===== config.mk =====
export PLATFORM = sky130hd
export DESIGN_NAME = subfield_sequencer
export DESIGN_NICKNAME = d
export VERILOG_FILES = /design/src/rtl/sfd_pkg.sv /design/src/rtl/sfd_addr_scan.sv /design/src/rtl/sfd_sus_req.sv /design/src/rtl/subfield_sequencer.sv
export SDC_FILE = /design/constraint.sdc
export NUM_CORES = 1
export LEC_CHECK = 0
export ABC_AREA = 0
export ABC_CLOCK_PERIOD_IN_PS = 2700
export BUFFER_PORTS_ARGS = -buffer_cell sky130_fd_sc_hd__buf_2
export CAP_MARGIN = 30
export CORE_MARGIN = 2
export CORE_UTILIZATION = 45
export DETAILED_ROUTE_END_ITERATION = 12
export PLACE_DENSITY = 0.7
export SETUP_SLACK_MARGIN = 0.05
export SLEW_MARGIN = 20
export SYNTH_ARGS = -nofsm -noshare
export SYNTH_HDL_FRONTEND = slang
export SYNTH_SLANG_ARGS = --single-unit

===== constraint.sdc =====
create_clock -name clk -period 2.7 [get_ports clk]
set_input_delay 0.81 -clock clk [delete_from_list [all_inputs] [get_ports clk]]
set_output_delay 0.81 -clock clk [all_outputs]
set_load 0.02 [all_outputs]

===== src/rtl/sfd_pkg.sv =====
package sfd_pkg;
    typedef enum logic [1:0] {
        PH_IDLE  = 2'd0,
        PH_RESET = 2'd1,
        PH_ADDR  = 2'd2,
        PH_SUST  = 2'd3
    } phase_e;
endpackage


===== src/rtl/sfd_addr_scan.sv =====
// Row/column walker for the address phase with an aligned, registered output stage.
module sfd_addr_scan #(
    parameter int ROWS   = 480,
    parameter int COLS   = 640,
    parameter int CODE_W = 8,
    parameter int ROW_W  = (ROWS > 1) ? $clog2(ROWS) : 1,
    parameter int COL_W  = (COLS > 1) ? $clog2(COLS) : 1,
    parameter int SF_W   = (CODE_W > 1) ? $clog2(CODE_W) : 1
) (
    input  logic              clk,
    input  logic              rst_n,
    input  logic              active,
    input  logic [SF_W-1:0]   sf_sel,
    input  logic [CODE_W-1:0] pix_code,
    output logic [ROW_W-1:0]  rd_row,
    output logic [COL_W-1:0]  rd_col,
    output logic              last,
    output logic              strobe,
    output logic [ROW_W-1:0]  row_o,
    output logic [COL_W-1:0]  col_o,
    output logic              bit_o
);
    localparam logic [ROW_W-1:0] ROW_LAST = ROW_W'(ROWS - 1);
    localparam logic [COL_W-1:0] COL_LAST = COL_W'(COLS - 1);

    typedef struct packed {
        logic [ROW_W-1:0] row;
        logic [COL_W-1:0] col;
        logic             strobe;
        logic [ROW_W-1:0] orow;
        logic [COL_W-1:0] ocol;
        logic             obit;
    } scan_s;

    scan_s sc_d, sc_q;

    always_comb begin
        sc_d        = sc_q;
        sc_d.strobe = active;
        if (active) begin
            // row, column and data bit captured in one register stage
            sc_d.orow = sc_q.row;
            sc_d.ocol = sc_q.col;
            sc_d.obit = pix_code[sf_sel];
            if (sc_q.col == COL_LAST) begin
                sc_d.col = '0;
                sc_d.row = (sc_q.row == ROW_LAST) ? '0 : sc_q.row + 1'b1;
            end else begin
                sc_d.col = sc_q.col + 1'b1;
            end
        end else begin
            sc_d.row = '0;
            sc_d.col = '0;
        end
    end

    always_ff @(posedge clk or negedge rst_n) begin
        if (!rst_n) sc_q <= '0;
        else        sc_q <= sc_d;
    end

    assign rd_row = sc_q.row;
    assign rd_col = sc_q.col;
    assign last   = active && (sc_q.row == ROW_LAST) && (sc_q.col == COL_LAST);
    assign strobe = sc_q.strobe;
    assign row_o  = sc_q.orow;
    assign col_o  = sc_q.ocol;
    assign bit_o  = sc_q.obit;

    // a strobed address always lies inside the panel
    a_r5_strobe_in_range: assert property (@(posedge clk) disable iff (!rst_n)
        sc_q.strobe |-> (sc_q.orow <= ROW_LAST && sc_q.ocol <= COL_LAST));

    // counters rest at the origin whenever the scan is idle
    a_r4_origin_when_idle: assert property (@(posedge clk) disable iff (!rst_n)
        !active |=> (sc_q.row == '0 && sc_q.col == '0));
endmodule


===== src/rtl/sfd_sus_req.sv =====
// Holds a sustain pulse-pair request until the pulse engine acknowledges it.
module sfd_sus_req #(
    parameter int PAIR_W = 11
) (
    input  logic              clk,
    input  logic              rst_n,
    input  logic              load,
    input  logic [PAIR_W-1:0] pairs_in,
    input  logic              ack,
    output logic              req,
    output logic [PAIR_W-1:0] pairs,
    output logic              done
);
    typedef struct packed {
        logic              req;
        logic [PAIR_W-1:0] pairs;
    } sreq_s;

    sreq_s rq_d, rq_q;

    always_comb begin
        rq_d = rq_q;
        if (load) begin
            rq_d.req   = 1'b1;
            rq_d.pairs = pairs_in;
        end else if (rq_q.req && ack) begin
            rq_d.req = 1'b0;
        end
    end

    always_ff @(posedge clk or negedge rst_n) begin
        if (!rst_n) rq_q <= '0;
        else        rq_q <= rq_d;
    end

    assign req   = rq_q.req;
    assign pairs = rq_q.pairs;
    assign done  = rq_q.req && ack;

    // an unacknowledged request keeps both its valid and its count
    a_r7_req_held: assert property (@(posedge clk) disable iff (!rst_n)
        (rq_q.req && !ack) |=> (rq_q.req && $stable(rq_q.pairs)));

    // a live request never asks for zero pairs
    a_r6_nonzero_pairs: assert property (@(posedge clk) disable iff (!rst_n)
        rq_q.req |-> (rq_q.pairs != '0));
endmodule


===== src/rtl/subfield_sequencer.sv =====
module subfield_sequencer
    import sfd_pkg::*;
#(
    parameter int CODE_W     = 8,
    parameter int ROWS       = 480,
    parameter int COLS       = 640,
    parameter int RESET_CYC  = 1000,
    parameter int PAIR_SCALE = 4,
    parameter int ROW_W      = (ROWS > 1) ? $clog2(ROWS) : 1,
    parameter int COL_W      = (COLS > 1) ? $clog2(COLS) : 1,
    parameter int SF_W       = (CODE_W > 1) ? $clog2(CODE_W) : 1,
    parameter int PAIR_W     = CODE_W + $clog2(PAIR_SCALE + 1)
) (
    input  logic              clk,
    input  logic              rst_n,
    input  logic              frame_start,
    output logic [ROW_W-1:0]  rd_row,
    output logic [COL_W-1:0]  rd_col,
    input  logic [CODE_W-1:0] pix_code,
    output logic [1:0]        phase,
    output logic [SF_W-1:0]   subfield,
    output logic              line_strobe,
    output logic [ROW_W-1:0]  scan_row,
    output logic [COL_W-1:0]  scan_col,
    output logic              col_bit,
    output logic              sus_req,
    output logic [PAIR_W-1:0] sus_pairs,
    input  logic              sus_ack
);
    localparam int              RST_W    = $clog2(RESET_CYC + 1);
    localparam logic [RST_W-1:0] CNT_LAST = RST_W'(RESET_CYC - 1);
    localparam logic [SF_W-1:0]  SF_LAST  = SF_W'(CODE_W - 1);

    typedef struct packed {
        phase_e           phase;
        logic [SF_W-1:0]  sf;
        logic [RST_W-1:0] cnt;
        logic             pend;
    } seq_s;

    seq_s st_d, st_q;

    logic              scan_last;
    logic              sus_done;
    logic              sus_load;
    logic [PAIR_W-1:0] pairs_calc;

    assign sus_load   = (st_q.phase == PH_ADDR) && scan_last;
    assign pairs_calc = PAIR_W'(PAIR_SCALE) << st_q.sf;

    always_comb begin
        st_d = st_q;
        unique case (st_q.phase)
            PH_IDLE: begin
                if (frame_start) begin
                    st_d.phase = PH_RESET;
                    st_d.sf    = '0;
                    st_d.cnt   = '0;
                    st_d.pend  = 1'b0;
                end
            end
            PH_RESET: begin
                if (frame_start) st_d.pend = 1'b1;
                if (st_q.cnt == CNT_LAST) begin
                    st_d.phase = PH_ADDR;
                    st_d.cnt   = '0;
                end else begin
                    st_d.cnt = st_q.cnt + 1'b1;
                end
            end
            PH_ADDR: begin
                if (frame_start) st_d.pend = 1'b1;
                if (scan_last) st_d.phase = PH_SUST;
            end
            PH_SUST: begin
                if (sus_done) begin
                    st_d.cnt = '0;
                    if (st_q.pend || frame_start) begin
                        // burst finished in full; restart the frame
                        st_d.phase = PH_RESET;
                        st_d.sf    = '0;
                        st_d.pend  = 1'b0;
                    end else if (st_q.sf == SF_LAST) begin
                        st_d.phase = PH_IDLE;
                        st_d.sf    = '0;
                    end else begin
                        st_d.phase = PH_RESET;
                        st_d.sf    = st_q.sf + 1'b1;
                    end
                end else if (frame_start) begin
                    st_d.pend = 1'b1;
                end
            end
            default: st_d = st_q;
        endcase
    end

    always_ff @(posedge clk or negedge rst_n) begin
        if (!rst_n) st_q <= '0;
        else        st_q <= st_d;
    end

    sfd_addr_scan #(
        .ROWS   (ROWS),
        .COLS   (COLS),
        .CODE_W (CODE_W),
        .ROW_W  (ROW_W),
        .COL_W  (COL_W),
        .SF_W   (SF_W)
    ) u_scan (
        .clk      (clk),
        .rst_n    (rst_n),
        .active   (st_q.phase == PH_ADDR),
        .sf_sel   (st_q.sf),
        .pix_code (pix_code),
        .rd_row   (rd_row),
        .rd_col   (rd_col),
        .last     (scan_last),
        .strobe   (line_strobe),
        .row_o    (scan_row),
        .col_o    (scan_col),
        .bit_o    (col_bit)
    );

    sfd_sus_req #(
        .PAIR_W (PAIR_W)
    ) u_sreq (
        .clk      (clk),
        .rst_n    (rst_n),
        .load     (sus_load),
        .pairs_in (pairs_calc),
        .ack      (sus_ack),
        .req      (sus_req),
        .pairs    (sus_pairs),
        .done     (sus_done)
    );

    assign phase    = st_q.phase;
    assign subfield = st_q.sf;

    // address follows reset, sustain follows address
    a_r2_addr_from_reset: assert property (@(posedge clk) disable iff (!rst_n)
        (st_q.phase == PH_ADDR && $past(st_q.phase) != PH_ADDR)
            |-> $past(st_q.phase) == PH_RESET);
    a_r2_sust_from_addr: assert property (@(posedge clk) disable iff (!rst_n)
        (st_q.phase == PH_SUST && $past(st_q.phase) != PH_SUST)
            |-> $past(st_q.phase) == PH_ADDR);

    // the reset counter never passes its final value
    a_r3_cnt_bound: assert property (@(posedge clk) disable iff (!rst_n)
        (st_q.phase == PH_RESET) |-> (st_q.cnt <= CNT_LAST));

    // a sustain request exists only inside the sustain phase
    a_r6_req_in_sustain: assert property (@(posedge clk) disable iff (!rst_n)
        sus_req |-> (st_q.phase == PH_SUST));

    // the subfield index moves only at a sustain acknowledge
    a_r8_sf_stable: assert property (@(posedge clk) disable iff (!rst_n)
        (st_q.phase != PH_IDLE && !sus_done) |=> $stable(st_q.sf));

    // sustain is never left without its acknowledge
    a_r9_no_truncation: assert property (@(posedge clk) disable iff (!rst_n)
        (st_q.phase == PH_SUST && !sus_done) |=> (st_q.phase == PH_SUST));
endmodule


==> results of run 1 <==
## power breakdown
part	internal [W]	switching, W
clock	0.000435	0.000404
combinational	0.000341	0.000538
sequential	0.00106	0.0000840
total	0.00184	0.00103
## metrics by stage
| step | cells | hold WS, ns |
|---|---|---|
| 3_5_place_dp | 455 | 0.467 |
| 3_3_place_gp | 455 | 0.462 |
| 6_report | 471 | 0.459 |
| 4_1_cts | 471 | 0.465 |
| 5_1_grt | 471 | 0.491 |
| 2_1_floorplan | 304 | 0.467 |
## cell type report
| cell class | count | share of cell area [%] |
|---|---|---|
| Timing Repair Buffer | 71 | 10.1 |
| Inverter | 11 | 1.09 |
| Sequential cell | 65 | 42.9 |
| Multi-Input combinational cell | 212 | 37.4 |
| Clock buffer | 9 | 3.27 |
| Clock inverter | 7 | 2.11 |
| Tap cell | 96 | 3.17 |
## Yosys cell counts (all sizes together)
cell type   n  area [µm²]
a211o       1        8.76
a21boi      4        30.0
a21o        1        7.51
a21oi       2        10.0
a31oi       3        18.8
and2        5        31.3
and3        4        26.3
buf         9        71.3
clkbuf      7        46.3
conb        1        3.75
dfrtp      65        1630
ha         14         175
inv        11        41.3
mux2       22         248
mux2i       3        30.0
mux4        2        45.0
nand2      37         139
nand2b      2        12.5
nand3      12        60.1
nand3b      1        7.51
nand4       5        31.3
nand4b      1        8.76
nor2       23        86.3
nor2b       4        25.0
nor3        6        30.0
nor4        1        6.26
o21a        2        15.0
o21ai      28         144
o31ai       6        45.0
o41ai       1        8.76
or2         1        6.26
or3         4        25.0
or3b        1        11.3
or4         1        7.51
or4b        2        20.0
xnor2       4        35.0
xor2        6        52.6
## cells by family (layout without fill, tap and decap cells)
family | after synthesis | count (layout) | synth area share (%)
simple gates | 110 | 110 | 16.7
compound gates | 48 | 48 | 9.00
flops | 65 | 65 | 50.9
fa+ha+maj | 14 | 14 | 5.48
buf+inv | 27 | 98 | 4.97
other cells | 1 | 3 | 0.117
mux | 27 | 27 | 10.1
xor+xnor | 10 | 10 | 2.74
## critical path: cells and delay by family, from the launching register on
kind                     cells  cell delay (ns)
AO/OA/AOI/OAI                1             0.25
flip-flops                   1             0.42
multiplexers                 1             0.34
AND/OR/NAND/NOR              3             0.98
adder cells (fa/ha/maj)      1             0.21
## flip-flops by register name, summed over array words and instances (netlist names)
register and flops:
u_scan.row_o 9, subfield 3, u_sreq.req 1, st_q 11
phase 2, u_scan.bit_o 1, u_scan.rd_row 9, u_scan.strobe 1
u_sreq.pairs 8, u_scan.rd_col 10, u_scan.col_o 10
## metal layers
metal | global-route usage [%] | share of wire, % | wire length [µm] | vias up
met2 | 27.5 | 47 | 3070 | 59
met4 | 6.20 | 0.81 | 53 | 0
li1 | - | - | - | 1183
met3 | 4.76 | 5.1 | 331 | 4
met5 | 0 | 0 | 0 | -
met1 | 25.7 | 47 | 3080 | 1163
## path summary, 6_finish.rpt
| kind | endpoint | slack [ns] | cells past startpoint |
|---|---|---|---|
| worst max-delay path | phase[1] | 0.39 | 6 |
| max in group asynchronous | phase[0] | 1.62 | 2 |
| worst min register to register | u_sreq.pairs[6] | 0.48 | 2 |
| worst max register to register | phase[1] | 0.39 | 6 |
| worst min-delay path | u_scan.col_o[3] | 0.46 | 1 |
| min in group clk | u_sreq.pairs[6] | 0.48 | 2 |
==> impl_metrics.env, run 1 <==
export IMPL_clk_insertion_delay_late_ns=0.34
export IMPL_synth_area_per_cell_um2=10.6
export IMPL_r2r_start="u_scan.rd_col[0]"
export IMPL_final_max_slew_viol_count=0
export IMPL_nNetsFinal=396
export IMPL_area_delta_synth_final_pct=18.7
export IMPL_layout_common_cells="buf_2, dfrtp_1, nand2_1, o21ai_0, nor2_1"
export IMPL_critPathCaptureType="flip-flop"
export IMPL_cts_sinks=65
export IMPL_drt_iter0_markers=94
export IMPL_grt_pass1_wl_um=11000
export IMPL_die_h_um=88.3
export IMPL_fin_util_pct=55.5
export IMPL_cts_resized=0
export IMPL_crit_start="u_scan.rd_col[0]"
export IMPL_regArea_mm2=0.00163
export IMPL_critPathRequiredTime_ns=2.92
export IMPL_synthCells=302
export IMPL_yosysWarnings=0
export IMPL_setup_viol=0
export IMPL_grt_pass1_vias=2225
export IMPL_cts_root_buf="clkbuf_8"
export IMPL_finalClockSkew_ns=0.0107
export IMPL_antenna_found_initial=0
export IMPL_hold_path_class="input port to asynchronous set/reset pin"
export IMPL_status="complete, no violations"
export IMPL_timing_fmax_mhz=433
export IMPL_wl_per_cell_um=13.9
export IMPL_drive_above_1_share_pct=30.4
export IMPL_io_buffers=65
export IMPL_finalPower_w=0.00286
export IMPL_holdBufCountCts=0
export IMPL_clkTransAtPathRegs_ns=0.08
export IMPL_slew_headroom_pct=61.7
export IMPL_crit_path_start_kind="flip-flop"
export IMPL_io_pins=69
export IMPL_critPathMostFrequentCell="nand3_1"
export IMPL_track_usage_pct=18.2
export IMPL_place_gp_congestion=0.809
export IMPL_nFillCells=635
export IMPL_vias=2409
export IMPL_slowest_stage="or3_1"
export IMPL_drcViolationCount=0
export IMPL_min_period_ns=2.31
export IMPL_cts_setup_buffers=0
export IMPL_antenna_cells=0
export IMPL_start_util_pct=46.8
export IMPL_post_route_cell_area_mm2=0.00379
export IMPL_setup_tns_ns=0
export IMPL_multi_input_area_mm2=0.00142
export IMPL_grt_ovfl_total=0
export IMPL_clockBufferDepth=2
export IMPL_cts_buffers=9
export IMPL_rsz0062_at_grt="false"
export IMPL_dp_hpwl_um=4660
export IMPL_timing_final_crit_share_pct=85.6
export IMPL_routed_wl_um=6530
export IMPL_cts_tree="built"
export IMPL_cpPeakStageDelay_ns=0.58
export IMPL_critical_path_class="flip-flop to flip-flop"
export IMPL_core_mm2=0.00683
export IMPL_layout_setup_ws_ns=0.388
export IMPL_drv_cap=0
export IMPL_cts_htree_levels=3
export IMPL_worst_pin_slew_ns=0.574
export IMPL_ant_nets=0
export IMPL_synth_seq_cells=65
export IMPL_crit_arrival_ns=2.54
export IMPL_post_dp_cell_area_mm2=0.00359
export IMPL_firstDrtPassIters=4
export IMPL_leakage_nw=1.92
export IMPL_ir_worst_vdd_uv=582
export IMPL_cp_cell_sequence="ha_1 -> nand3_1 -> or3_1 -> o21ai_2 -> nand3_1 -> mux2_1"
export IMPL_row_count=30
export IMPL_synth_yosys_seq_area_share_pct=50.9
export IMPL_power_density_mw_per_mm2=754
export IMPL_dpl_worst_slack_ns=0.296
export IMPL_avgViaCountPerCell=5.11
export IMPL_critPathMaxFanout=9
export IMPL_finalHoldViolCount=0
export IMPL_synth_area_mm2=0.00320
export IMPL_grt_max_degree=42
export IMPL_fp_dieW_um=88.3
export IMPL_dieArea_mm2=0.00779
export IMPL_synth_cell_type_count=43
Power figures use the tool's default switching activity.
==> run 2: changes to the inputs <==
--- a/config.mk
+++ b/config.mk
@@ -12,7 +12,7 @@
 export CORE_MARGIN = 2
 export CORE_UTILIZATION = 45
 export DETAILED_ROUTE_END_ITERATION = 12
-export PLACE_DENSITY = 0.7
+export PLACE_DENSITY_LB_ADDON = 0.2
 export SETUP_SLACK_MARGIN = 0.05
 export SLEW_MARGIN = 20
 export SYNTH_ARGS = -nofsm -noshare
==> run 2 against run 1 <==
  * Clock power shrank 2%
  * Wire length fell by 0.25%
  * Combinational power is 3.0% higher
  * Critical endpoint unchanged
  * Largest power group unchanged
==> impl_metrics.env, run 2 (synthesis gave the netlist of run 1 again) <==
export IMPL_largest_reg_flops=11
export IMPL_cp_cell_sequence="ha_1 -> nand3_1 -> or3_1 -> o21ai_2 -> nand3_1 -> mux2_1"
export IMPL_critPathMostFrequentCell="nand3_1"
export IMPL_cts_htree_levels=3
export IMPL_cts_sinks=65
export IMPL_crit_start="u_scan.rd_col[0]"
export IMPL_clk_insertion_delay_late_ns=0.34
export IMPL_crit_buf_inv=0
export IMPL_fin_cells=471
export IMPL_rsz0062_at_grt="false"
export IMPL_cts_tree="built"
export IMPL_grt_pass1_wl_um=11100
export IMPL_cts_setup_buffers=0
export IMPL_slew_headroom_pct=56.0
export IMPL_die_h_um=88.3
export IMPL_critPathRequiredTime_ns=2.92
export IMPL_r2r_start="u_scan.rd_col[0]"
export IMPL_routed_wl_um=6510
export IMPL_clockBufferDepth=2
export IMPL_dieArea_mm2=0.00779
export IMPL_track_usage_pct=18.4
export IMPL_nFillCells=623
export IMPL_ant_nets=0
export IMPL_timing_final_crit_share_pct=85.0
export IMPL_cts_buffers=9
export IMPL_setup_viol=0
export IMPL_io_buffers=65
export IMPL_nNetsFinal=397
export IMPL_critical_path_class="flip-flop to flip-flop"
export IMPL_finalClockSkew_ns=0.00686
export IMPL_firstDrtPassIters=4
export IMPL_hold_path_class="input port to asynchronous set/reset pin"
export IMPL_status="complete, no violations"
export IMPL_start_util_pct=46.8
export IMPL_ir_worst_vdd_uv=619
export IMPL_crit_path_start_kind="flip-flop"
export IMPL_dpl_worst_slack_ns=0.399
export IMPL_power_density_mw_per_mm2=756
export IMPL_setup_tns_ns=0
export IMPL_leakage_nw=1.92
export IMPL_timing_fmax_mhz=436
export IMPL_io_pins=69
export IMPL_drt_iter0_markers=97
export IMPL_cts_resized=0
export IMPL_clkTransAtPathRegs_ns=0.07
export IMPL_fp_dieW_um=88.3
export IMPL_slowest_stage="or3_1"
export IMPL_min_period_ns=2.30
export IMPL_crit_family="simple AND/OR/NAND/NOR gates"
export IMPL_post_dp_cell_area_mm2=0.00360
export IMPL_drv_cap=0
export IMPL_worst_pin_slew_ns=0.654
export IMPL_layout_setup_ws_ns=0.405
export IMPL_layout_common_cells="buf_2, dfrtp_1, nand2_1, o21ai_0, nor2_1"
export IMPL_cpPeakStageDelay_ns=0.57
export IMPL_grt_max_degree=41
export IMPL_crit_arrival_ns=2.51
export IMPL_grt_ovfl_total=0
export IMPL_critPathCaptureType="flip-flop"
export IMPL_critPathMaxFanout=9
export IMPL_row_count=30
export IMPL_finalHoldViolCount=0
export IMPL_place_gp_congestion=0.812
export IMPL_core_mm2=0.00683
export IMPL_antenna_found_initial=0
export IMPL_final_max_slew_viol_count=0
export IMPL_vias=2416
export IMPL_grt_pass1_vias=2398
export IMPL_post_route_cell_area_mm2=0.00379
export IMPL_drive_above_1_share_pct=30.1
export IMPL_avgViaCountPerCell=5.13
export IMPL_area_delta_synth_final_pct=18.6
export IMPL_drcViolationCount=0
export IMPL_regMostFlops="st_q"
export IMPL_holdBufCountCts=0
export IMPL_antenna_cells=0
export IMPL_r2r_setup_slack_ns=0.40
export IMPL_cts_root_buf="clkbuf_8"
export IMPL_wl_per_cell_um=13.8
export IMPL_dp_hpwl_um=4720
export IMPL_numPlacedInstances=456
==> run 2: area by class of cell <==
type	count	area, µm²	area share, %
tap	96	120	3.17
timing repair buffer	72	390	10.3
sequential	65	1630	42.9
inverter	11	41.3	1.09
clock inverter	3	40.0	1.06
clock buffer	12	155	4.09
multi-input combinational	212	1420	37.4
==> run 2: power by group <==
part	leakage [nW]	switching (W)	internal, W
combinational	0.925	0.000541	0.000363
sequential	0.895	0.0000814	0.00106
clock	0.102	0.000353	0.000469
==> run 2: final timing paths <==
| kind | to | cells past startpoint |
|---|---|---|
| hold reg to reg | u_sreq.pairs[3] | 2 |
| hold / removal | u_scan.col_o[6] | 1 |
| setup reg to reg | phase[1] | 6 |
| setup / recovery | phase[1] | 6 |
| max in group asynchronous | u_scan.rd_row[6] | 2 |
| min in group clk | u_sreq.pairs[3] | 2 |
==> run 2: layer usage <==
layer	up-vias	track usage [%]	wire, µm
met1	1182	24.8	3090
li1	1172	-	-
met3	14	3.36	222
met4	0	10.2	152
met2	48	28.0	3050
met5	-	0	0
==> run 2: through the flow <==
step	util (%)	power [W]	hold WS, ns
6_report	55.5	0.00287	0.470
5_1_grt	55.5	0.00304	0.513
4_1_cts	55.5	0.00289	0.481
3_5_place_dp	52.7	0.00206	0.466
3_3_place_gp	52.7	0.00205	0.459
2_1_floorplan	-	0.00184	0.467
